==> src/rtl/stop_ctrl_pkg.sv <==
package stop_ctrl_pkg;

    typedef enum logic [1:0] {
        ST_HOLD    = 2'd0,
        ST_RECOVER = 2'd1,
        ST_RUN     = 2'd2,
        ST_STOP    = 2'd3
    } stop_state_t;

    typedef struct packed {
        logic stop_en;
        logic short_rec;
        logic wdog_off;
    } stop_opt_t;

    localparam stop_opt_t OPT_RESET = '{stop_en: 1'b0, short_rec: 1'b0, wdog_off: 1'b0};

endpackage

==> src/rtl/stop_opt_latch.sv <==
module stop_opt_latch
    import stop_ctrl_pkg::*;
(
    input  logic      clk,
    input  logic      por_n,
    input  logic      capture,
    input  stop_opt_t opt_in,
    output stop_opt_t opt_q
);

    always_ff @(posedge clk or negedge por_n) begin
        if (!por_n) begin
            opt_q <= OPT_RESET;
        end else if (capture) begin
            opt_q <= opt_in;
        end
    end

endmodule

==> src/rtl/stop_rec_counter.sv <==
module stop_rec_counter #(
    parameter int LONG_CYC  = 4096,
    parameter int SHORT_CYC = 32
) (
    input  logic clk,
    input  logic por_n,
    input  logic load,
    input  logic long_sel,
    output logic done
);

    localparam int CNT_W = $clog2(LONG_CYC);
    localparam logic [CNT_W-1:0] LONG_LD  = CNT_W'(LONG_CYC - 1);
    localparam logic [CNT_W-1:0] SHORT_LD = CNT_W'(SHORT_CYC - 1);

    logic [CNT_W-1:0] cnt_q;

    always_ff @(posedge clk or negedge por_n) begin
        if (!por_n) begin
            cnt_q <= '0;
        end else if (load) begin
            cnt_q <= long_sel ? LONG_LD : SHORT_LD;
        end else if (cnt_q != '0) begin
            cnt_q <= cnt_q - 1'b1;
        end
    end

    assign done = (cnt_q == '0);

endmodule

==> src/rtl/stop_fsm.sv <==
module stop_fsm
    import stop_ctrl_pkg::*;
(
    input  logic        clk,
    input  logic        por_n,
    input  logic        rst_n,
    input  logic        stop_cmd,
    input  logic        wake_irq,
    input  logic        stop_en,
    input  logic        short_rec,
    input  logic        rec_done,
    output logic        cnt_load,
    output logic        cnt_long,
    output logic        opt_capture,
    output logic        cpu_clk_en,
    output logic        stop_active,
    output logic        cpu_ready,
    output logic        illegal_op,
    output logic        wake_pend
);

    stop_state_t state_q, state_nx;
    logic        pend_q;

    // State register
    always_ff @(posedge clk or negedge por_n) begin
        if (!por_n) begin
            state_q <= ST_HOLD;
        end else begin
            state_q <= state_nx;
        end
    end

    // Next state
    always_comb begin
        state_nx = state_q;
        if (!rst_n) begin
            state_nx = ST_HOLD;
        end else begin
            unique case (state_q)
                ST_HOLD:    state_nx = ST_RECOVER;
                ST_RECOVER: if (rec_done) state_nx = ST_RUN;
                ST_RUN:     if (stop_cmd && stop_en) state_nx = ST_STOP;
                ST_STOP:    if (wake_irq) state_nx = ST_RECOVER;
                default:    state_nx = ST_HOLD;
            endcase
        end
    end

    // Latched wake request, held until the core is released
    always_ff @(posedge clk or negedge por_n) begin
        if (!por_n) begin
            pend_q <= 1'b0;
        end else if (!rst_n) begin
            pend_q <= 1'b0;
        end else if (state_q == ST_RECOVER && rec_done) begin
            pend_q <= 1'b0;
        end else if ((state_q == ST_STOP || state_q == ST_RECOVER) && wake_irq) begin
            pend_q <= 1'b1;
        end
    end

    // Outputs
    always_comb begin
        cpu_clk_en  = 1'b0;
        stop_active = 1'b0;
        cpu_ready   = 1'b0;
        illegal_op  = 1'b0;
        opt_capture = 1'b0;
        unique case (state_q)
            ST_HOLD: begin
                opt_capture = rst_n;
            end
            ST_RECOVER: begin
                cpu_ready = rec_done;
            end
            ST_RUN: begin
                cpu_clk_en = 1'b1;
                illegal_op = stop_cmd && !stop_en;
            end
            ST_STOP: begin
                stop_active = 1'b1;
            end
            default: begin
                cpu_clk_en = 1'b0;
            end
        endcase
        cnt_load  = (state_q != ST_RECOVER) && (state_nx == ST_RECOVER);
        cnt_long  = (state_q == ST_HOLD) || !short_rec;
        wake_pend = pend_q;
    end

endmodule

==> src/rtl/stop_recovery_ctrl.sv <==
module stop_recovery_ctrl
    import stop_ctrl_pkg::*;
#(
    parameter int LONG_CYC  = 4096,
    parameter int SHORT_CYC = 32
) (
    input  logic osc_clk,
    input  logic por_n,
    input  logic rst_n,
    input  logic stop_cmd,
    input  logic wake_irq,
    input  logic opt_stop_en,
    input  logic opt_short_rec,
    input  logic opt_wdog_off,
    output logic cpu_clk_en,
    output logic stop_active,
    output logic cpu_ready,
    output logic illegal_op,
    output logic wake_pend,
    output logic wdog_en
);

    stop_opt_t opt_in, opt_q;
    logic      capture, cnt_load, cnt_long, rec_done;

    assign opt_in = '{stop_en: opt_stop_en, short_rec: opt_short_rec, wdog_off: opt_wdog_off};

    stop_opt_latch u_opt (
        .clk     (osc_clk),
        .por_n   (por_n),
        .capture (capture),
        .opt_in  (opt_in),
        .opt_q   (opt_q)
    );

    stop_rec_counter #(
        .LONG_CYC  (LONG_CYC),
        .SHORT_CYC (SHORT_CYC)
    ) u_cnt (
        .clk      (osc_clk),
        .por_n    (por_n),
        .load     (cnt_load),
        .long_sel (cnt_long),
        .done     (rec_done)
    );

    stop_fsm u_fsm (
        .clk         (osc_clk),
        .por_n       (por_n),
        .rst_n       (rst_n),
        .stop_cmd    (stop_cmd),
        .wake_irq    (wake_irq),
        .stop_en     (opt_q.stop_en),
        .short_rec   (opt_q.short_rec),
        .rec_done    (rec_done),
        .cnt_load    (cnt_load),
        .cnt_long    (cnt_long),
        .opt_capture (capture),
        .cpu_clk_en  (cpu_clk_en),
        .stop_active (stop_active),
        .cpu_ready   (cpu_ready),
        .illegal_op  (illegal_op),
        .wake_pend   (wake_pend)
    );

    assign wdog_en = !opt_q.wdog_off;

endmodule

==> config.mk <==
export PLATFORM = sky130hd
export DESIGN_NAME = stop_recovery_ctrl
export DESIGN_NICKNAME = d
export VERILOG_FILES = /design/src/rtl/stop_ctrl_pkg.sv /design/src/rtl/stop_opt_latch.sv /design/src/rtl/stop_rec_counter.sv /design/src/rtl/stop_fsm.sv /design/src/rtl/stop_recovery_ctrl.sv
export SDC_FILE = /design/constraint.sdc
export NUM_CORES = 1
export LEC_CHECK = 0
export ABC_CLOCK_PERIOD_IN_PS = 2200
export BUFFER_PORTS_ARGS = -buffer_cell sky130_fd_sc_hd__buf_2
export CORE_UTILIZATION = 54
export CTS_CLUSTER_SIZE = 20
export DETAILED_ROUTE_END_ITERATION = 8
export PLACE_DENSITY_LB_ADDON = 0.08
export SETUP_SLACK_MARGIN = 0.4
export SLEW_MARGIN = 20
export SYNTH_ARGS = -nofsm -noshare
export SYNTH_HDL_FRONTEND = slang
export SYNTH_SLANG_ARGS = --single-unit
==> constraint.sdc <==
create_clock -name osc_clk -period 2.2 [get_ports osc_clk]
set_input_delay 0.11 -clock osc_clk [delete_from_list [all_inputs] [get_ports osc_clk]]
set_output_delay 0.11 -clock osc_clk [all_outputs]
set_load 0.1 [all_outputs]
## Word level (Yosys, flattened, before mapping)

Cells that the tools add are included.

- Add/subtract/negate cells: 1
- Multipliers: 0
- Div/mod/pow operators: 0
- Magnitude comparators: 0
- Eq/ne operators: 6
- Shifts and indexed selects: 0
- Mux-type cells: 16
- Bitwise operators: 0
- Reductions and logical operators: 14

Operator list:

| cell | count |
|---|---|
| $mux 12 | 3 |
| $logic_not 12->1 | 1 |
| $reduce_bool 12->1 | 1 |
| $sub 12x1->12 const B | 1 |
| $mux 1 | 8 |
| $mux 2 | 4 |
| $pmux 2 s4 | 1 |
| $logic_and 1x1->1 | 5 |
| $eq 2x1->1 const B | 2 |
| $eq 2x2->1 const B | 2 |
| $logic_not 1->1 | 3 |
| $ne 3x1->1 const B | 1 |
| $logic_not 2->1 | 1 |
| $logic_or 1x1->1 | 2 |
| $ne 2x1->1 const B | 1 |
| $reduce_bool 2->1 | 1 |

- Flip-flop bits (word level): 18
- Latch bits: 0
- RAM bits: 0
- Memory bits (read-only): 0
- Bits of input ports: 8
- Output and inout port bits: 6
- Word-level logic and storage cells: 43
- Memories: 0

## Logic depth before layout (Yosys ltp)

Gate-level depths: netlist of run 1.

- Depth after elaboration: 7
- Gate-level depth with buffers: 6
- Depth with buffers taken out: 6

## Hierarchy

From an unflattened synthesis of run 1, not the netlist that was laid out.

- Cells, all modules: 96
- Area total of the unflattened synthesis: 978.4 µm²

Modules (own cells, without submodules):

| module | instances | cells an instance | area an instance (µm²) | seq. area each (µm²) |
|---|---|---|---|---|
| stop_rec_counter | 1 | 70 | 679.4 | 300.3 |
| stop_fsm | 1 | 19 | 186.4 | 75.1 |
| stop_opt_latch | 1 | 6 | 108.9 | 75.1 |
| stop_recovery_ctrl | 1 | 1 | 3.8 | 0.0 |

## Least setup slack after synthesis of run 1

No wires, ideal clock.

- Kind: reg2out
- From: register u_fsm.state_q[0]
- To: output port illegal_op
- Data arrival time: 2.800 ns
- Data required time: 2.090 ns
- Slack: -0.710 ns
- Stages on the path, launching flop included: 3
- Path buffers: 0
- Path through: dfrtp_1 -> nand2b_1 -> nor3b_1

- Word-level cells in the longest chain between the ends: 2

RTL lines:

| what | line | RTL |
|---|---|---|
| from (decl) | stop_fsm.sv:22 | `stop_state_t state_q, state_nx;` |
| from (signal assigned) | stop_fsm.sv:30 | `state_q <= state_nx;` |
| $eq 2x2->1 | stop_fsm.sv:70 | `unique case (state_q)` |
| $mux 1 | stop_fsm.sv:70 |  |
| to (decl) | stop_recovery_ctrl.sv:18 | `output logic illegal_op,` |

Every way passes these cells.

## Worst setup path after layout of run 1

- From: register u_cnt.cnt_q[3]
- To: output port cpu_ready

- Word-level cells in the longest chain between the ends: 2

RTL lines:

| what | line | RTL |
|---|---|---|
| from (decl) | stop_rec_counter.sv:16 | `logic [CNT_W-1:0] cnt_q;` |
| from (signal assigned) | stop_rec_counter.sv:22 | `cnt_q <= long_sel ? LONG_LD : SHORT_LD;` |
| from (signal assigned) | stop_rec_counter.sv:24 | `cnt_q <= cnt_q - 1'b1;` |
| $logic_not 12->1 | stop_rec_counter.sv:28 | `assign done = (cnt_q == '0);` |
| $mux 1 | stop_fsm.sv:70 |  |
| to (decl) | stop_recovery_ctrl.sv:17 | `output logic cpu_ready,` |

Every way passes these cells.

==> summary.md, run 1 <==
| Metric | Value |
|---|---|
| Fin. Hold Viols | 0 |
| CP startpoint | u_cnt.cnt_q[3] |
| Synth top area share | 0.482 |
| Latest clock arrival within the worst-skew pair | 0.29 ns |
| Worst reg2reg startpoint | u_cnt.cnt_q[3] |
| GPL Wtd Cong | 0.789 |
| Antenna-violating nets left | 0 |
| Setup CP Type | flop to output port |
| Cts bufs inserted | 3 |
| First-pass GRT wire length | 3050 µm |
| Die height | 43.6 µm |
| Yosys top cell by area | dfrtp_1 |
| Post-synthesis sequential area ratio | 0.482 |
| Layout area overhead | 23.4% |
| Num Clock Sinks | 18 |
| CP Data Arrival Time | 1.74 ns |
| Max-slew headroom | 0.600 |
| CTS tree | done |
| Clk slew on worst S/H paths | 0.09 ns |
| Cell-internal power | 0.000542 W |
| CP Capture Type | output port |
| # Max-Cap Violations | 0 |
| PwrDens | 698 nW/µm² |
| Most frequent cells in the layout | dfrtp_1, buf_2, o21ai_0, buf_4 |
| Worst-path cell chain | nor4_4 -> nand4_4 -> nor3b_4 -> buf_12 |
| Yosys warns | 0 |
| Worst hold endpoint | u_opt.opt_q[0] |
| Core area | 1560 µm² |
| Vias post-DR | 720 |
| Worst Path Required | 2.09 ns |
| Startpoint types | flop |
| Final setup fails | 0 |
| Post-Synthesis Cell Area | 935 µm² |
| Min cycle time layout | 1.85 ns |
| Placed insts | 116 |
| Clock buffer depth | 2 |
| Comb pwr share | 0.254 |
| Hpwl dp | 1160 µm |
| Top FF cell, synth | dfrtp_1 |
| GRT Total Usage | 0.220 |
| Pin count of the biggest net entering global routing | 19 |
| Largest stage delay, worst path | 0.44 ns |
| Die width | 43.6 µm |
| CP max stage cell | dfrtp_2 |
| Port Buffers | 13 |
| Vias in the first global route | 688 |
| Initial Util | 0.600 |
| WL final | 1780 µm |
| HP Class | input pin to flop |
| #FFs+latches synth | 18 |
| Iteration-0 DRC Markers | 12 |
| Pleak | 0.515 nW |
| Maximum vdd drop | 0.437 mV |
| Post-route insts no fill | 129 |
| Worst-margin pin slew | 0.595 ns |
| Sequential power share | 0.550 |
| FF-to-FF setup slack | 0.48 ns |
| Crit path max fanout | 3 |
| Final nets | 124 |
| Root Buffer | clkbuf_4 |
| Die ar. | 1900 µm² |
| Clock power frac | 0.196 |
| Post-synthesis average cell area | 10.6 µm² |
| Commonest non-fill, non-tap cell in the layout | dfrtp_1 |
| Row cnt | 14 |
| Distinct cells, synth | 29 |
| Switch share | 0.327 |
| Largest cells by area after synthesis | dfrtp_1, o21ai_0, xor2_1, mux2_2, nor3b_1 |
| Hold path depth | 2 |
| Max Slew Vio Count | 0 |
| Total iterations of the first detailed-routing run | 4 |
| Fraction of registers with async set/reset | 1.00 |
| H-tree depth | 1 |
| Layout cells sized above 1 | 0.372 |
| RSZ-0062 raised after global routing | true |
| Post-synth net total | 97 |
| # IOs | 14 |
| Switch Pwr | 0.000263 W |
| Initial antenna violation count | 0 |
| Total power | 0.000805 W |
| Capture point of the worst reg-to-reg path | u_cnt.cnt_q[8] |
| Post-Syn Instances | 88 |
| Final period utilization | 0.842 |
| R2R cell count | 6 |
| Via density | 5.58 |
| Fmax | 540 MHz |
| Antenna cells | 0 |
| Status | complete, no violations |
| Skew final | 0.000636 ns |
| Grt total ovfl | 0 |
| EDFF count, synth | 0 |
| Hold path start | opt_wdog_off |
| WL per Instance | 13.8 µm |
| DR DRC count | 0 |
-- area by class of cell --
type | count | area, µm²
clock buffer | 3 | 22.5
fill | 110 | 405
inverter | 4 | 15.0
multi-input combinational | 65 | 487
sequential | 18 | 452
tap | 16 | 20.0
timing repair buffer | 23 | 158
-- cells in the mapped netlist (2+ instances only) --
library cell	number
nand2b_1	2
and3_2	2
nor2_1	5
xnor2_1	3
nand3_1	2
dfrtp_1	18
inv_1	4
nor2b_1	2
nand2_1	5
and2_1	2
a21oi_1	5
nor3b_1	4
mux2_2	3
xor2_1	5
o21ai_0	11
nor3_1	2
-- critical path, delay by kind of cell, from the launching register on --
kind,cells,cell delay (ns)
DFF,1,0.44
and+or+nand+nor,3,0.81
buffers and inverters,1,0.21
-- state kept, by name, indices dropped and copies added, names as in the netlist --
signal / flops
u_cnt.cnt_q: 12
u_fsm.state_q: 2
u_fsm.wake_pend: 1
u_opt.opt_q: 3
-- how the worst max path moves through the flow --
stage	endpoint	slack, ns	cells past startpoint
floorplan	u_fsm.state_q[0]	-0.04	4
global placement	cpu_ready	0.44	4
detailed placement	cpu_ready	0.40	4
CTS	cpu_ready	0.34	4
global route	cpu_ready	0.28	4
finish	cpu_ready	0.35	4
-- power groups by stage --
stage	Sequential, W	Combinational [W]	Clock (W)
floorplan	0.000447	0.000127	0
global placement	0.000447	0.000166	0
detailed placement	0.000450	0.000171	0
CTS	0.000445	0.000184	0.000163
global route	0.000451	0.000226	0.000172
finish	0.000443	0.000204	0.000158
-- logic make-up (layout without fill, tap and decap cells) --
group	Yosys count	count (layout)	synth area share
fa+ha+maj	1	1	0.0134
mux	3	3	0.0361
flops	18	18	0.482
xor+xnor	8	8	0.0750
compound gates	18	18	0.102
buf+inv	5	30	0.0214
simple gates	35	35	0.270
-- repair_timing --
item                                    in CTS  in global routing
endpoints found under the hold margin       18                  0
gates resized for setup                      1                  5
setup buffers                                6                  3
hold buffers                                 1                  0
pin swaps                                    3                  2
endpoints found under the setup margin       1                 11
-- per-stage QoR --
step	setup TNS [ns]	utilization	setup slack (ns)	hold slack [ns]	area (µm²)
global route	0	0.740	0.276	0.0446	1150
floorplan	-0.110	-	-0.0405	-0.186	947
global placement	0	0.669	0.444	0.0535	1040
detailed placement	0	0.669	0.398	0.0585	1040
CTS	0	0.722	0.344	0.0459	1120
finish	0	0.740	0.348	0.0500	1150
-- per-layer routing --
metal | wire, µm | vias up | GRT usage
met5 | 0 | - | 0
met4 | 37 | 0 | 0.131
met3 | 60 | 4 | 0.0250
met2 | 902 | 18 | 0.349
met1 | 781 | 343 | 0.288
li1 | - | 355 | -
No activity file was read; power rests on OpenSTA's default activity.
==> run 2, diff against run 1 <==
--- a/config.mk
+++ b/config.mk
@@ -5,9 +5,9 @@
 export SDC_FILE = /design/constraint.sdc
 export NUM_CORES = 1
 export LEC_CHECK = 0
-export ABC_CLOCK_PERIOD_IN_PS = 2200
+export ABC_CLOCK_PERIOD_IN_PS = 1700
 export BUFFER_PORTS_ARGS = -buffer_cell sky130_fd_sc_hd__buf_2
-export CORE_UTILIZATION = 54
+export CORE_UTILIZATION = 49
 export CTS_CLUSTER_SIZE = 20
 export DETAILED_ROUTE_END_ITERATION = 8
 export PLACE_DENSITY_LB_ADDON = 0.08
==> constraint.sdc (replaced) <==
create_clock -name osc_clk -period 1.7 [get_ports osc_clk]
set_input_delay 0.085 -clock osc_clk [delete_from_list [all_inputs] [get_ports osc_clk]]
set_output_delay 0.085 -clock osc_clk [all_outputs]
set_load 0.1 [all_outputs]
==> run 2 against run 1 <==
  * The run now ends with setup timing left
  * Cell count is 16% higher
  * Routed wire length is 27% higher
  * Non-clock buffer count is 11 higher
  * Hold slack worse by 0.035 ns
  * First-iteration DRC count is 50% higher
  * Global-route usage is 0.27 points higher
  * Count of clock-buffer cells in the layout is 1 higher
  * Critical endpoint unchanged
  * Largest power group unchanged
  * Highest routed layer unchanged
==> summary.md, run 2 (same netlist as run 1, synthesis figures left out) <==
| Metric | Value |
|---|---|
| Initial antenna violation count | 0 |
| Latest clock arrival within the worst-skew pair | 0.30 ns |
| CP max stage cell | dfrtp_2 |
| Largest stage delay, worst path | 0.48 ns |
| GRT Total Usage | 0.223 |
| Root Buffer | clkbuf_4 |
| Final nets | 135 |
| Clk slew on worst S/H paths | 0.11 ns |
| Row cnt | 15 |
| # Max-Cap Violations | 0 |
| Clock buffer depth | 2 |
| Maximum vdd drop | 0.693 mV |
| Total power | 0.00118 W |
| Vias post-DR | 781 |
| Layout area overhead | 50.7% |
| Port Buffers | 13 |
| Layout cells sized above 1 | 0.512 |
| Total iterations of the first detailed-routing run | 4 |
| Min cycle time layout | 1.89 ns |
| Final setup margin | -0.190 ns |
| CP Data Arrival Time | 1.80 ns |
| Pin count of the biggest net entering global routing | 19 |
| Max reg flops | 12 |
| Crit path max fanout | 6 |
| WL final | 2270 µm |
| Die ar. | 2090 µm² |
| Hold_ws | 0.0146 ns |
| Status | finished, violations left |
| Max Slew Vio Count | 0 |
| Grt total ovfl | 0 |
| H-tree depth | 1 |
| Cts bufs inserted | 3 |
| Num Clock Sinks | 18 |
| Worst-path cell chain | nor4_4 -> nand4_4 -> nor3b_4 -> buf_12 |
| Initial Util | 0.530 |
| Top flop regs | u_cnt.cnt_q (12), u_opt.opt_q (3), u_fsm.state_q (2) |
| Worst Path Required | 1.62 ns |
| Vias in the first global route | 718 |
| Die width | 45.7 µm |
| HP Class | input pin to flop |
| Worst-margin pin slew | 0.483 ns |
| Pleak | 0.626 nW |
| GPL Wtd Cong | 0.809 |
| Setup CP Type | flop to output port |
| First-pass GRT wire length | 3190 µm |
| Commonest non-fill, non-tap cell in the layout | dfrtp_1 |
| Final period utilization | 1.11 |
| Most frequent cells in the layout | dfrtp_1, buf_4, buf_2 |
| # IOs | 14 |
| PwrDens | 835 nW/µm² |
| Final setup fails | 11 |
| FF-to-FF setup slack | -0.12 ns |
| Startpoint types | flop |
| Most flops, register | u_cnt.cnt_q |
| Fin. Hold Viols | 0 |
| Max-slew headroom | 0.680 |
| Antenna-violating nets left | 0 |
| WL per Instance | 15.1 µm |
| Hpwl dp | 1270 µm |
| DR DRC count | 0 |
| RSZ-0062 raised after global routing | true |
| CP Capture Type | output port |
| Fmax | 529 MHz |
| Antenna cells | 0 |
| Setup_tns | -0.702 ns |
| Failing checks | setup timing |
| Die height | 45.7 µm |
| Iteration-0 DRC Markers | 18 |
| Via density | 5.21 |
| Core area | 1760 µm² |
| Skew final | 0.00620 ns |
| CTS tree | done |
-- run 2: per-stage QoR --
step                cell area, µm²  std cells  utilization  setup slack (ns)
floorplan                      950         88            -            -0.540
global placement              1110        132        0.628            0.0714
detailed placement            1110        132        0.628            0.0660
CTS                           1340        145        0.762            -0.120
finish                        1410        150        0.799            -0.190
global route                  1410        150        0.799            -0.233
-- run 2: critical path: cells and delay by family (launching register included) --
family	cells	cell delay (ns)
buffers and inverters	1	0.21
flip-flops	1	0.48
AND/OR/NAND/NOR	3	0.82
-- run 2: path summary, 6_finish.rpt --
| kind | startpoint | end | depth (start not counted) |
|---|---|---|---|
| worst min-delay path | opt_stop_en | u_opt.opt_q[2] | 2 |
| worst min register to register | u_opt.opt_q[1] | u_opt.opt_q[1] | 1 |
| worst max register to register | u_cnt.cnt_q[3] | u_cnt.cnt_q[3] | 7 |
| worst max-delay path | u_cnt.cnt_q[3] | cpu_ready | 4 |
| max in group asynchronous | por_n | u_cnt.cnt_q[3] | 2 |
| min in group asynchronous | por_n | u_cnt.cnt_q[4] | 2 |
-- run 2: report_power, final --
group / switching [W] / internal (W)
Sequential: 0.0000836 / 0.000499
Clock: 0.000138 / 0.000131
Combinational: 0.000169 / 0.000156
-- run 2: timing repair --
item,CTS,global route
hold endpoints to repair,18,0
setup endpoints to repair,19,19
hold buffers,1,0
setup buffers,8,5
resized for setup,35,11
pin swaps,6,5
-- run 2: layout make-up --
cell class / instances / area (µm²)
multi-input cells: 65 / 561
flip-flops and latches: 18 / 452
fillers: 121 / 355
repair buffers: 34 / 312
clock buffers: 4 / 36.3
well taps: 25 / 31.3
inverters: 4 / 17.5
-- run 2: routing by layer --
metal	up-vias	wire [µm]	GRT usage
met2	14	1090	0.340
met3	2	41	0.0357
met5	-	0	0
li1	383	-	-
met1	382	1110	0.305
met4	0	24	0.109
==> run 3, diff against run 2 <==
--- a/config.mk
+++ b/config.mk
@@ -11,6 +11,7 @@
 export CTS_CLUSTER_SIZE = 20
 export DETAILED_ROUTE_END_ITERATION = 8
 export PLACE_DENSITY_LB_ADDON = 0.08
+export REMOVE_ABC_BUFFERS = 1
 export SETUP_SLACK_MARGIN = 0.4
 export SLEW_MARGIN = 20
 export SYNTH_ARGS = -nofsm -noshare
==> run 3 against run 2 <==
  * The flow still finishes with violations (setup timing)
  * First-iteration DRC count decreased by 94%
  * Design area decreased by 2.5%
  * Hold slack got worse by 0.00080 ns
  * Cell count decreased by 1.3%
  * Register-to-register slack improved by 0.10 ns
  * Clock power about the same
==> summary.md, run 3 (same netlist as run 1, synthesis figures left out) <==
| Metric | Value |
|---|---|
| Final instance area | 1370 µm² |
| Fin. Hold Viols | 0 |
| Most frequent cells in the layout | dfrtp_1, buf_4, buf_2 |
| Clk slew on worst S/H paths | 0.11 ns |
| Die height | 45.7 µm |
| Hold_ws | 0.0138 ns |
| Largest stage delay, worst path | 0.44 ns |
| Layout area overhead | 47.0% |
| WL final | 2140 µm |
| H-tree depth | 1 |
| Skew final | 0.00191 ns |
| Max Slew Vio Count | 0 |
| Final period utilization | 1.07 |
| Clock buffer depth | 2 |
| CP Data Arrival Time | 1.74 ns |
| Final Util | 0.779 |
| Antenna cells | 0 |
| Num Clock Sinks | 18 |
| Delay-heaviest family, CP | simple AND/OR/NAND/NOR gates |
| Setup CP Type | flop to output port |
| Initial antenna violation count | 0 |
| Vias in the first global route | 717 |
| GRT Total Usage | 0.226 |
| Vias post-DR | 747 |
| Pre-CTS setup slack | -0.00810 ns |
| Final setup margin | -0.121 ns |
| Iteration-0 DRC Markers | 1 |
| Startpoint types | flop |
| Antenna-violating nets left | 0 |
| FILL cells | 133 |
| Max reg flops | 12 |
| Worst-margin pin slew | 0.482 ns |
| DR DRC count | 0 |
| Crit path max fanout | 2 |
| Worst Path Required | 1.62 ns |
| Cts bufs inserted | 3 |
| Row cnt | 15 |
| Min cycle time layout | 1.82 ns |
| Worst path buffer plus inverter count | 1 |
| Grt total ovfl | 0 |
| WL per Instance | 14.5 µm |
| CP max stage cell | dfrtp_2 |
| Die width | 45.7 µm |
| Layout cells sized above 1 | 0.504 |
| Setup_tns | -0.160 ns |
| Hpwl dp | 1340 µm |
| Total iterations of the first detailed-routing run | 4 |
| Failing checks | setup timing |
| Fmax | 549 MHz |
| Most flops, register | u_cnt.cnt_q |
| Maximum vdd drop | 0.728 mV |
| PwrDens | 859 nW/µm² |
| HP Class | input pin to flop |
| Initial Util | 0.530 |
| CTS tree | done |
| # Max-Cap Violations | 0 |
| Die ar. | 2090 µm² |
| CP Capture Type | output port |
| Final nets | 133 |
| Via density | 5.05 |
| RSZ-0062 raised after global routing | true |
| Final setup fails | 4 |
| Status | finished, violations left |
| Pleak | 0.609 nW |
| Root Buffer | clkbuf_4 |
| Top flop regs | u_cnt.cnt_q (12), u_opt.opt_q (3), u_fsm.state_q (2) |
| Commonest non-fill, non-tap cell in the layout | dfrtp_1 |
| First-pass GRT wire length | 3290 µm |
| GPL Wtd Cong | 0.769 |
| Latest clock arrival within the worst-skew pair | 0.30 ns |
| Core area | 1760 µm² |
| Max-slew headroom | 0.681 |
| # IOs | 14 |
| Worst-path cell chain | nor4_4 -> nand4_4 -> nor3b_4 -> buf_12 |
| Pin count of the biggest net entering global routing | 19 |
| Placed Area | 1090 µm² |
| Port Buffers | 13 |
run 3: path summary, 6_finish.rpt:
kind                           startpoint  cells past startpoint  slack [ns]             end
max                        u_cnt.cnt_q[3]                      4       -0.12       cpu_ready
min                          opt_wdog_off                      2        0.01  u_opt.opt_q[0]
max reg2reg                u_cnt.cnt_q[3]                      7       -0.02  u_cnt.cnt_q[4]
min reg2reg                u_opt.opt_q[0]                      1        0.53  u_opt.opt_q[0]
max in group asynchronous           por_n                      2        1.16  u_cnt.cnt_q[3]
min in group asynchronous           por_n                      2        0.24  u_cnt.cnt_q[8]
run 3: power breakdown:
part | switching (W) | internal, W
Combinational | 0.000173 | 0.000167
Sequential | 0.0000696 | 0.000499
Clock | 0.000141 | 0.000131
Total | 0.000384 | 0.000797
run 3: what timing repair did:
action	CTS	global route
pin swaps	7	1
gates resized for setup	31	15
setup endpoints to repair	22	20
hold buffers	1	0
cloned	0	0
hold endpoints to repair	18	0
setup buffers	8	3
run 3: cell type report:
type	count	area (µm²)	area share
multi-input combinational	65	548	0.399
timing repair buffer	32	292	0.212
inverter	4	15.0	0.0109
tap	25	31.3	0.0228
clock buffer	4	36.3	0.0264
sequential	18	452	0.329
run 3: metrics by stage:
step                instances  power (W)
global placement          132   0.000805
CTS                       145    0.00117
floorplan                  87   0.000736
global route              148    0.00125
detailed placement        132   0.000821
finish                    148    0.00118
run 3: routing by layer:
metal	GRT usage	share of wire
met2	0.380	0.54
met3	0.0357	0.017
met4	0.0727	0
met1	0.294	0.44
met5	0	0
